===== src/rtl/pds_pkg.sv =====
package pds_pkg;
  typedef enum logic [2:0] {
    ST_RBUSY = 3'd0,
    ST_RCLR  = 3'd1,
    ST_RWAIT = 3'd2,
    ST_READY = 3'd3,
    ST_DBUSY = 3'd4,
    ST_DCLR  = 3'd5
  } seq_st_e;
endpackage


===== src/rtl/pds_evt_merge.sv =====
module pds_evt_merge #(
  parameter int N_SRC = 3
) (
  input  logic [N_SRC-1:0] src_i,
  output logic             any_o
);
  logic [N_SRC:0] chain;
  assign chain[0] = 1'b0;
  for (genvar g = 0; g < N_SRC; g++) begin : g_or
    assign chain[g+1] = chain[g] | src_i[g];
  end
  assign any_o = chain[N_SRC];
endmodule


===== src/rtl/pds_deadline_timer.sv =====
module pds_deadline_timer #(
  parameter int CW = 8
) (
  input  logic          clk,
  input  logic          rst_n,
  input  logic          start_i,
  input  logic          run_i,
  input  logic          tick_i,
  input  logic [CW-1:0] limit_i,
  output logic          expired_o
);
  logic [CW-1:0] cnt_q;

  assign expired_o = run_i && tick_i && !start_i && (cnt_q == limit_i - CW'(1));

  always_ff @(posedge clk or negedge rst_n) begin
    if (!rst_n)                                  cnt_q <= '0;
    else if (start_i)                            cnt_q <= '0;
    else if (run_i && tick_i && cnt_q != limit_i) cnt_q <= cnt_q + CW'(1);
  end

  AST_CNT_BOUNDED: assert property (@(posedge clk) disable iff (!rst_n)
    (run_i && !start_i) |-> (cnt_q <= limit_i));
  AST_RESTART_ZERO: assert property (@(posedge clk) disable iff (!rst_n)
    start_i |=> (cnt_q == '0));
endmodule


===== src/rtl/pds_seq.sv =====
module pds_seq
  import pds_pkg::*;
(
  input  logic    clk,
  input  logic    rst_n,
  input  logic    rst_evt_i,
  input  logic    diag_cmd_i,
  input  logic    test_done_i,
  input  logic    test_pass_i,
  input  logic    proc_done_i,
  output seq_st_e st_o,
  output logic    pull_o,
  output logic    diag_acc_o
);
  seq_st_e st_q, st_d;
  logic    pass_q, pass_d;
  logic    pull_q, pull_d;

  assign diag_acc_o = (st_q == ST_READY) && diag_cmd_i && !rst_evt_i;

  always_comb begin
    st_d   = st_q;
    pass_d = pass_q;
    pull_d = pull_q;
    if (rst_evt_i) begin
      st_d   = ST_RBUSY;
      pull_d = 1'b0;
      pass_d = 1'b0;
    end else begin
      unique case (st_q)
        ST_RBUSY: if (test_done_i) begin st_d = ST_RCLR; pass_d = test_pass_i; end
        ST_RCLR:  begin st_d = ST_RWAIT; pull_d = pass_q; end
        ST_RWAIT: if (proc_done_i) st_d = ST_READY;
        ST_READY: if (diag_cmd_i) begin st_d = ST_DBUSY; pull_d = 1'b0; end
        ST_DBUSY: if (test_done_i) begin st_d = ST_DCLR; pass_d = test_pass_i; end
        ST_DCLR:  begin st_d = ST_READY; pull_d = pass_q; end
        default:  begin st_d = ST_RBUSY; pull_d = 1'b0; end
      endcase
    end
  end

  always_ff @(posedge clk or negedge rst_n) begin
    if (!rst_n) begin
      st_q   <= ST_RBUSY;
      pass_q <= 1'b0;
      pull_q <= 1'b0;
    end else begin
      st_q   <= st_d;
      pass_q <= pass_d;
      pull_q <= pull_d;
    end
  end

  assign st_o   = st_q;
  assign pull_o = pull_q;

  AST_PULL_ONLY_AFTER_CLEAR: assert property (@(posedge clk) disable iff (!rst_n)
    $rose(pull_q) |-> ($past(st_q) == ST_RCLR || $past(st_q) == ST_DCLR));
  AST_FAIL_KEEPS_RELEASED: assert property (@(posedge clk) disable iff (!rst_n)
    ((st_q == ST_RCLR || st_q == ST_DCLR) && !pass_q && !rst_evt_i) |=> !pull_q);
endmodule


===== src/rtl/peer_diag_signal.sv =====
module peer_diag_signal
  import pds_pkg::*;
#(
  parameter int RST_LIMIT  = 30000,
  parameter int DIAG_LIMIT = 5000
) (
  input  logic clk,
  input  logic rst_n,
  input  logic por_evt_i,
  input  logic sw_rst_i,
  input  logic hw_rst_i,
  input  logic diag_cmd_i,
  input  logic tick_i,
  input  logic test_done_i,
  input  logic test_pass_i,
  input  logic proc_done_i,
  output logic line_pull_o,
  output logic busy_o,
  output logic ready_o,
  output logic miss_o
);
  localparam int LIM_MAX = (RST_LIMIT > DIAG_LIMIT) ? RST_LIMIT : DIAG_LIMIT;
  localparam int CW      = $clog2(LIM_MAX + 1);

  logic    rst_evt;
  logic    diag_acc;
  logic    expired;
  logic    pull;
  logic    miss_q;
  seq_st_e st;
  logic [CW-1:0] limit;

  pds_evt_merge #(.N_SRC(3)) u_merge (
    .src_i ({hw_rst_i, sw_rst_i, por_evt_i}),
    .any_o (rst_evt)
  );

  pds_seq u_seq (
    .clk         (clk),
    .rst_n       (rst_n),
    .rst_evt_i   (rst_evt),
    .diag_cmd_i  (diag_cmd_i),
    .test_done_i (test_done_i),
    .test_pass_i (test_pass_i),
    .proc_done_i (proc_done_i),
    .st_o        (st),
    .pull_o      (pull),
    .diag_acc_o  (diag_acc)
  );

  assign busy_o  = (st == ST_RBUSY) || (st == ST_DBUSY);
  assign ready_o = (st == ST_READY) || (st == ST_DBUSY) || (st == ST_DCLR);
  assign limit   = (st == ST_DBUSY) ? CW'(DIAG_LIMIT) : CW'(RST_LIMIT);

  pds_deadline_timer #(.CW(CW)) u_timer (
    .clk       (clk),
    .rst_n     (rst_n),
    .start_i   (rst_evt | diag_acc),
    .run_i     (busy_o),
    .tick_i    (tick_i),
    .limit_i   (limit),
    .expired_o (expired)
  );

  always_ff @(posedge clk or negedge rst_n) begin
    if (!rst_n)       miss_q <= 1'b0;
    else if (rst_evt) miss_q <= 1'b0;
    else if (expired) miss_q <= 1'b1;
  end

  assign line_pull_o = pull;
  assign miss_o      = miss_q;

  AST_RELEASE_NEXT_EDGE: assert property (@(posedge clk) disable iff (!rst_n)
    rst_evt |=> (!line_pull_o && busy_o && !ready_o && !miss_o));
  AST_NO_PULL_WHILE_BUSY: assert property (@(posedge clk) disable iff (!rst_n)
    busy_o |-> !line_pull_o);
  AST_BUSY_CLEARS_FIRST: assert property (@(posedge clk) disable iff (!rst_n)
    $rose(line_pull_o) |-> $past(!busy_o));
  AST_READY_NEEDS_DONE: assert property (@(posedge clk) disable iff (!rst_n)
    $rose(ready_o) |-> ($past(proc_done_i) || $past(diag_cmd_i)));
  AST_DIAG_ONLY_WHEN_READY: assert property (@(posedge clk) disable iff (!rst_n)
    (diag_cmd_i && !ready_o && !rst_evt) |=> !ready_o);
  AST_MISS_CLEARS_ON_RESET: assert property (@(posedge clk) disable iff (!rst_n)
    $fell(miss_o) |-> $past(rst_evt));
endmodule


===== config.mk =====
export PLATFORM = sky130hd
export DESIGN_NAME = peer_diag_signal
export DESIGN_NICKNAME = d
export VERILOG_FILES = /design/src/rtl/pds_pkg.sv /design/src/rtl/pds_evt_merge.sv /design/src/rtl/pds_deadline_timer.sv /design/src/rtl/pds_seq.sv /design/src/rtl/peer_diag_signal.sv
export SDC_FILE = /design/constraint.sdc
export NUM_CORES = 1
export LEC_CHECK = 0
export ABC_AREA = 0
export BUFFER_PORTS_ARGS = -buffer_cell sky130_fd_sc_hd__buf_4
export CORE_UTILIZATION = 54
export CTS_CLUSTER_DIAMETER = 30
export CTS_CLUSTER_SIZE = 25
export DETAILED_ROUTE_END_ITERATION = 10
export MAX_ROUTING_LAYER = met4
export PLACE_DENSITY = 0.83
export SETUP_SLACK_MARGIN = 0.15
export SLEW_MARGIN = 20
export SYNTH_ARGS = -nofsm -noshare
export SYNTH_HDL_FRONTEND = slang
export SYNTH_SLANG_ARGS = --single-unit

===== constraint.sdc =====
create_clock -name clk -period 2.1 [get_ports clk]
set_input_delay 0.315 -clock clk [delete_from_list [all_inputs] [get_ports clk]]
set_output_delay 0.315 -clock clk [all_outputs]
set_load 0.05 [all_outputs]

**Yosys cells after proc, flatten, opt, wreduce, memory -nomap -nowiden**

Cells that the tools add are included.

- Shift-type cells: 0
- Div/mod/pow operators: 0
- Reductions and logical operators: 22
- Bitwise operators: 3
- Order comparisons: 0
- Multipliers: 0
- Add/sub/neg operators: 2
- Muxes and demuxes: 17
- Equality and inequality tests: 12

Operators with widths:

| operator | number |
|---|---|
| $mux 15 | 3 |
| $pmux 3 s6 | 1 |
| $add 15x1->15 const B | 1 |
| $eq 15x15->1 | 1 |
| $mux 3 | 5 |
| $ne 15x15->1 | 1 |
| $sub 15x1->15 const B | 1 |
| $ne 3x3->1 const B | 4 |
| $reduce_bool 2->1 | 4 |
| $mux 1 | 7 |
| $eq 3x2->1 const B | 2 |
| $eq 3x3->1 const B | 2 |
| $logic_and 1x1->1 | 6 |
| $reduce_and 2->1 | 2 |
| $reduce_and 4->1 | 1 |
| $reduce_or 2->1 | 2 |
| $eq 3x1->1 const B | 1 |
| $logic_not 3->1 | 1 |
| $logic_or 1x1->1 | 3 |
| $or 1x1->1 | 3 |
| $pmux 1 s3 | 1 |
| $reduce_or 3->1 | 1 |
| $logic_not 1->1 | 2 |
| $ne 2x1->1 const B | 1 |

- Latch bits: 0
- Input port bits: 10
- Memories: 0
- Register bits after elaboration: 21
- Memory bits (read-only): 0
- Memory bits (writable): 0
- Output and inout bits: 4
- Logic and storage cells: 61

**Depth between registers and ports, before layout**

- Word-level depth: 10
- Mapped depth: 6
- Mapped depth without buffers: 6

**By module**

From an unflattened synthesis, not the netlist that was laid out.

- Cell total of the unflattened synthesis: 218
- Area total of the unflattened synthesis: 1821.7 um^2

By module, submodules not included:

| module | cells an instance | sequential area each (um^2) | times used | area each (um^2) |
|---|---|---|---|---|
| pds_deadline_timer | 176 | 375.4 | 1 | 1451.4 |
| pds_seq | 30 | 125.1 | 1 | 287.8 |
| peer_diag_signal | 11 | 25.0 | 1 | 76.3 |
| pds_evt_merge | 1 | 0.0 | 1 | 6.3 |

**Least setup slack after synthesis**

OpenSTA, ideal clock, no wires.

- Path kind: flip-flop to flip-flop
- From: register u_seq.st_q[0] (netlist: u_seq.st_o[0])
- To: register u_timer.cnt_q[9]
- Setup slack: 194 ps
- Data arrival time: 1840 ps
- Stages on the path, launching flop included: 6
- Setup time: 66 ps
- Period minus slack after synthesis: 1906 ps
- Required time: 2034 ps
- Buffers on the path: 1
- Cells stage by stage: dfrtp_1 > buf_2 > nor2_2 > nand2_1 > or4_1 > nand2_1

- Cells in the longest elaborated chain, start to end: 5
- Elaborated cells on any way between the ends: 13
- Classes of those cells: eq/ne: 3; mux: 2; bitwise: 1; reduce/logical: 7

Ends and longest elaborated chain:

| item | RTL line | source |
|---|---|---|
| from (decl) | pds_seq.sv:15 | `seq_st_e st_q, st_d;` |
| from (signal assigned) | pds_seq.sv:48 | `st_q <= st_d;` |
| $eq 3x3->1 or $logic_not 3->1 (tied branches) | peer_diag_signal.sv:51 | `assign busy_o = (st == ST_RBUSY) \|\| (st == ST_DBUSY);` |
| $logic_or 1x1->1 (*) | peer_diag_signal.sv:51 |  |
| net busy_o | peer_diag_signal.sv:18 | `output logic busy_o,` |
| $logic_and 1x1->1 (*) (2 in a row) | pds_deadline_timer.sv:19 | `else if (run_i && tick_i && cnt_q != limit_i) cnt_q <= cnt_q + CW'(1);` |
| $reduce_bool 2->1 (no source line) (*) | -- |  |
| to (signal assigned) | pds_deadline_timer.sv:19 |  |
| to (decl) | pds_deadline_timer.sv:12 | `logic [CW-1:0] cnt_q;` |

Mark *: on every way through the listed nets, which the timed path passes. The rest lies on a longest branch.
A chain may end at the register's enable or synchronous reset.

**Worst setup path in the final report**

- From: register u_seq.st_q[0] (netlist: u_seq.st_o[0])
- To: register u_timer.cnt_q[0]

- Cells in the longest elaborated chain, start to end: 5
- Elaborated cells on any way between the ends: 13
- Classes of those cells: eq/ne: 3; mux: 2; bitwise: 1; reduce/logical: 7

Ends and longest elaborated chain:

| item | RTL line | source |
|---|---|---|
| $eq 3x3->1 (tied with other cells) | peer_diag_signal.sv:51, peer_diag_signal.sv:53 |  |
| $mux 15 (tied with other cells) | peer_diag_signal.sv:53 | `assign limit = (st == ST_DBUSY) ? CW'(DIAG_LIMIT) : CW'(RST_LIMIT);` |
| $ne 15x15->1 (tied with other cells) | pds_deadline_timer.sv:19 |  |
| $logic_and 1x1->1 or $or 1x1->1 (tied branches) | pds_deadline_timer.sv:19, peer_diag_signal.sv:58 |  |
| $reduce_bool 2->1 (no source line) or $mux 15 (tied branches) | -- |  |

Several ways; a longest one is shown, not always the timed one.

==> flow_summary.html <==
<table>
<tr><th>Metric</th><th>Value</th></tr>
<tr><th colspan="2">Outcome</th></tr>
<tr><td>Result of the run</td><td>complete, no violations</td></tr>
<tr><th colspan="2">Timing</th></tr>
<tr><td>Final setup violating endpoints</td><td>0</td></tr>
<tr><td>Slack of the critical path</td><td>297.9 ps</td></tr>
<tr><td>Hold Slack</td><td>276.6 ps</td></tr>
<tr><td>Final critical-path share of the clock period</td><td>85.81%</td></tr>
<tr><td>Slew HR</td><td>67.42%</td></tr>
<tr><td>RSZ-0062 raised after global routing</td><td>no</td></tr>
<tr><td>Final Skew</td><td>3.512 ps</td></tr>
<tr><td>Sum of negative setup slack</td><td>0 ps</td></tr>
<tr><td>Worst Max-Slew Pin Slew</td><td>486.4 ps</td></tr>
<tr><td>Minimum clock period</td><td>1802 ps</td></tr>
<tr><td>FMAX</td><td>roughly 0.55 GHz</td></tr>
<tr><td>Hold Violations, Final</td><td>0</td></tr>
<tr><td>Fin. max-slew vios</td><td>0</td></tr>
<tr><th colspan="2">Pwr</th></tr>
<tr><td>Power share of the combinational group</td><td>7.9%</td></tr>
<tr><td>Internal power component</td><td>498.0 uW</td></tr>
<tr><td>Clock Power Share</td><td>29.2%</td></tr>
<tr><td>Power per Cell Area</td><td>462.8 nW/um^2</td></tr>
<tr><td>LEAKAGE</td><td>~0.62 nW</td></tr>
<tr><td>Worst vdd ir</td><td>0.0003460 V</td></tr>
<tr><td>Fraction of power spent switching nets</td><td>23.35%</td></tr>
<tr><td>Share of total power in sequential cells</td><td>62.9%</td></tr>
<tr><td>Sw power</td><td>151.7 uW</td></tr>
<tr><th colspan="2">GRT</th></tr>
<tr><td>Congestion Overflow GR</td><td>0</td></tr>
<tr><td>Via count of the first global-routing pass</td><td>974</td></tr>
<tr><td>Global-route wire length before repair</td><td>4416 microns</td></tr>
<tr><td>Pin count of the biggest net entering global routing</td><td>22</td></tr>
<tr><td>Global router's overall resource usage</td><td>24.48%</td></tr>
<tr><td>Antenna violations before repair</td><td>0</td></tr>
<tr><th colspan="2">Setup path</th></tr>
<tr><td>Slowest cell on crit path</td><td>sky130_fd_sc_hd__dfrtp_1</td></tr>
<tr><td>Series of cell instances along the critical path</td><td>or3b_4 &gt; nand4_2 &gt; a221oi_4 &gt; or3_1 &gt; a21oi_1</td></tr>
<tr><td>Logic depth of the worst setup path including buffers</td><td>5</td></tr>
<tr><td>Worst reg2reg path startpoint</td><td>u_seq.st_o[0]$_DFFE_PN0P_</td></tr>
<tr><td>Critical setup path kind</td><td>reg -&gt; reg</td></tr>
<tr><td>Max stage delay on crit path</td><td>540 ps</td></tr>
<tr><td>Critical Path End Type</td><td>register</td></tr>
<tr><td>Startpoint type of the worst setup path</td><td>register</td></tr>
<tr><td>Depth of the worst register-to-register path</td><td>5</td></tr>
<tr><td>Crit path required time</td><td>around 2300 ps</td></tr>
<tr><td>Worst path top cell family by delay</td><td>simple AND/OR/NAND/NOR gates</td></tr>
<tr><td>Endpoint of the worst register-to-register path</td><td>u_timer.cnt_q[0]$_DFFE_PN0P_</td></tr>
<tr><td>Reg2reg setup slack</td><td>300 ps</td></tr>
<tr><td>Worst-path maximum fanout</td><td>12</td></tr>
<tr><td>CP Buf/Inv Count</td><td>0</td></tr>
<tr><td>Arrival time worst endpoint</td><td>approximately 2000 ps</td></tr>
<tr><th colspan="2">Yosys</th></tr>
<tr><td>Library cell with the largest summed area after synthesis</td><td>sky130_fd_sc_hd__dfrtp_1</td></tr>
<tr><td>Number of unique standard cell types used by synthesis</td><td>38</td></tr>
<tr><td>Biggest area contributors in the synthesized netlist</td><td>sky130_fd_sc_hd__dfrtp_1, sky130_fd_sc_hd__nand2_1, sky130_fd_sc_hd__a21oi_1</td></tr>
<tr><td>Fraction of registers with async set/reset</td><td>100.0%</td></tr>
<tr><td>Post-Synthesis Mean Instance Area</td><td>~9.0 sq um</td></tr>
<tr><td>Number of flops mapped to enable cells by yosys</td><td>0</td></tr>
<tr><td>Post-synthesis net count</td><td>150</td></tr>
<tr><td>FF+latch count, synth</td><td>21</td></tr>
<tr><td>Cell count after synthesis</td><td>138</td></tr>
<tr><td>Post-synth top flop</td><td>sky130_fd_sc_hd__dfrtp_1</td></tr>
<tr><td>Post-synth top area share</td><td>a little over two fifths</td></tr>
<tr><td>Warning count from the yosys run</td><td>0</td></tr>
<tr><td>Sequential-to-total area share from yosys stat</td><td>42.30%</td></tr>
<tr><td>Post-synthesis cell area</td><td>1242 sq um</td></tr>
<tr><th colspan="2">Floorplan</th></tr>
<tr><td>Number of cell rows</td><td>17</td></tr>
<tr><td>Effective utilization at floorplan</td><td>a little under three fifths</td></tr>
<tr><td>I/O pin cnt</td><td>14</td></tr>
<tr><td>Die height</td><td>49.97 microns</td></tr>
<tr><td>Overall die width</td><td>49.97 microns</td></tr>
<tr><td>Die area</td><td>2497 sq um</td></tr>
<tr><td>Std-Cell Core Area</td><td>2191 sq um</td></tr>
<tr><th colspan="2">Clocking</th></tr>
<tr><td>Clk_lat worst skew</td><td>300 ps</td></tr>
<tr><td>Clock Pin Slew Worst Setup and Hold Paths</td><td>110 ps</td></tr>
<tr><td>Root buffer cell</td><td>sky130_fd_sc_hd__clkbuf_4</td></tr>
<tr><td>Cts bufs inserted</td><td>3</td></tr>
<tr><td>Post-CTS setup repair buffer count</td><td>0</td></tr>
<tr><td>Clock tree from TritonCTS</td><td>done</td></tr>
<tr><td>Maximum clock insertion buffer count</td><td>2</td></tr>
<tr><td>H-tree level count</td><td>1</td></tr>
<tr><td>CTS sink count</td><td>21</td></tr>
<tr><th colspan="2">Cells and area</th></tr>
<tr><td>Final cell area excluding filler cells</td><td>1404 sq um</td></tr>
<tr><td>ANT cells</td><td>0</td></tr>
<tr><td>Area Overhead vs Synth</td><td>12.99%</td></tr>
<tr><td>Fraction of final layout cells sized beyond drive strength 1</td><td>17.11%</td></tr>
<tr><td>Post-layout util</td><td>64.08%</td></tr>
<tr><td>Number of nets in the layout</td><td>165</td></tr>
<tr><th colspan="2">Route</th></tr>
<tr><td>Routed wire length on met3</td><td>slightly below 80 microns</td></tr>
<tr><td>Total Wirelength</td><td>2473 microns</td></tr>
<tr><td>Post-DRT Antenna Nets</td><td>0</td></tr>
<tr><td>Detailed-router iteration count before antenna repair</td><td>4</td></tr>
<tr><td>Highest layer used for signal routing</td><td>met4</td></tr>
<tr><td>Drt wl/cell</td><td>13.74 microns</td></tr>
<tr><td>Via Count</td><td>1048</td></tr>
<tr><td>Detailed-route wire length on metal 1</td><td>1188 microns</td></tr>
<tr><td>DRC</td><td>0</td></tr>
<tr><td>Routed met2 length</td><td>1166 microns</td></tr>
<tr><td>Vias per cell</td><td>5.822</td></tr>
<tr><td>DRC violation total after the first TritonRoute iteration</td><td>15</td></tr>
<tr><th colspan="2">Place</th></tr>
<tr><td>Routability congestion estimate from global placement</td><td>0.8682</td></tr>
<tr><td>Dpl hpwl</td><td>between 1500 and 2000 microns</td></tr>
<tr><td>Total of buffers placed on input and output ports</td><td>13</td></tr>
<tr><td>Worst setup slack before clock tree synthesis</td><td>314.0 ps</td></tr>
<tr><td>Post-Place Cell Area</td><td>1354 sq um</td></tr>
<tr><th colspan="2">Worst hold path</th></tr>
<tr><td>Hold crit path type</td><td>in -&gt; reg</td></tr>
<tr><td>Hold depth</td><td>3</td></tr>
<tr><td>Min-Delay Endpoint</td><td>u_seq.pass_q$_DFFE_PN0P_</td></tr>
<tr><td>Startpoint of the worst hold path</td><td>test_done_i</td></tr>
<tr><th colspan="2">Flow run</th></tr>
<tr><td>Max Cap Viol</td><td>0</td></tr>
</table>
-- worst register-to-register path, delay by kind of cell, from the launching register on --
family          cells  cell delay, ps
simple gates        3             950
compound gates      2             250
flops               1             540
-- synth_stat cells (5+ instances only) --
library cell	number
sky130_fd_sc_hd__dfrtp_1	21
sky130_fd_sc_hd__nand2_1	15
sky130_fd_sc_hd__nor2_1	11
sky130_fd_sc_hd__a21oi_1	10
sky130_fd_sc_hd__nand3_1	8
sky130_fd_sc_hd__o21ai_0	8
sky130_fd_sc_hd__inv_1	6
sky130_fd_sc_hd__nand4_1	6
sky130_fd_sc_hd__or3_1	6
sky130_fd_sc_hd__xor2_1	5
-- state kept, by name (all words and copies together) (netlist names) --
register / count
u_timer.cnt_q: 15
u_seq.st_o: 3
miss_o: 1
u_seq.pass_q: 1
u_seq.pull_o: 1
-- layout make-up --
class | count | area [sq um]
Sequential cell | 21 | 526.8
Clock buffer | 3 | 22.52
Multi-Input combinational cell | 106 | 676.9
Tap cell | 28 | 35.03
Inverter | 6 | 22.52
Fill cell | 193 | 787.0
Clock inverter | 1 | 5.005
Timing Repair Buffer | 15 | 115.1
-- layout by cell type (no fill, tap or decap), types with 5 or more instances in the layout --
master / netlist / final
sky130_fd_sc_hd__xor2_1: 5 / 5
sky130_fd_sc_hd__o21ai_0: 8 / 8
sky130_fd_sc_hd__dfrtp_1: 21 / 20
sky130_fd_sc_hd__nand3_1: 8 / 8
sky130_fd_sc_hd__a21oi_1: 10 / 10
sky130_fd_sc_hd__nand2_1: 15 / 15
sky130_fd_sc_hd__buf_4: 0 / 14
sky130_fd_sc_hd__nand4_1: 6 / 6
sky130_fd_sc_hd__or3_1: 6 / 6
sky130_fd_sc_hd__nor2_1: 11 / 11
sky130_fd_sc_hd__inv_1: 6 / 6
-- cells by family after synthesis --
logic type	after synthesis	share of synthesized area, %
AO/OA/AOI/OAI	23	10.78
XOR/XNOR	8	5.640
adder cells (fa/ha/maj)	2	2.014
buffers and inverters	11	4.128
flip-flops	21	42.30
multiplexers	2	1.611
AND/OR/NAND/NOR	71	33.54
-- metrics by stage --
step | total power [mW] | cells
global route | 0.6808 | 180
detailed placement | 0.4672 | 175
finish | 0.6497 | 180
floorplan | 0.4377 | 138
CTS | 0.6622 | 180
global placement | 0.4651 | 175
-- power groups by stage --
stage	Clock (mW)	Combinational, mW	Sequential, mW
floorplan	0	0.0230	0.415
global placement	0	0.0487	0.416
detailed placement	0	0.0505	0.417
CTS	0.201	0.0519	0.409
global route	0.213	0.0580	0.409
finish	0.190	0.0512	0.409
-- layer usage --
metal | up-vias | global-route usage [%]
met2 | 15 | 35.81
met5 | - | -
met1 | 502 | 32.42
met4 | 0 | 9.048
li1 | 527 | -
met3 | 4 | 6.481
-- how the worst max path moves through the flow --
stage | start | endpoint
5_1_grt | u_seq.st_o[0]$_DFFE_PN0P_ | u_timer.cnt_q[0]$_DFFE_PN0P_
2_1_floorplan | u_seq.st_o[0]$_DFFE_PN0P_ | u_timer.cnt_q[9]$_DFFE_PN0P_
3_3_place_gp | u_seq.st_o[0]$_DFFE_PN0P_ | u_timer.cnt_q[0]$_DFFE_PN0P_
3_5_place_dp | u_seq.st_o[0]$_DFFE_PN0P_ | u_timer.cnt_q[0]$_DFFE_PN0P_
6_report | u_seq.st_o[0]$_DFFE_PN0P_ | u_timer.cnt_q[0]$_DFFE_PN0P_
4_1_cts | u_seq.st_o[1]$_DFFE_PN0P_ | ready_o
-- repair_timing --
action | in CTS | in global routing
resized for setup | 0 | 2
setup endpoints to repair | 0 | 2
endpoints found under the hold margin | 21 | 0
hold buffers | 1 | 0
No activity file was read; power rests on OpenSTA's default activity.
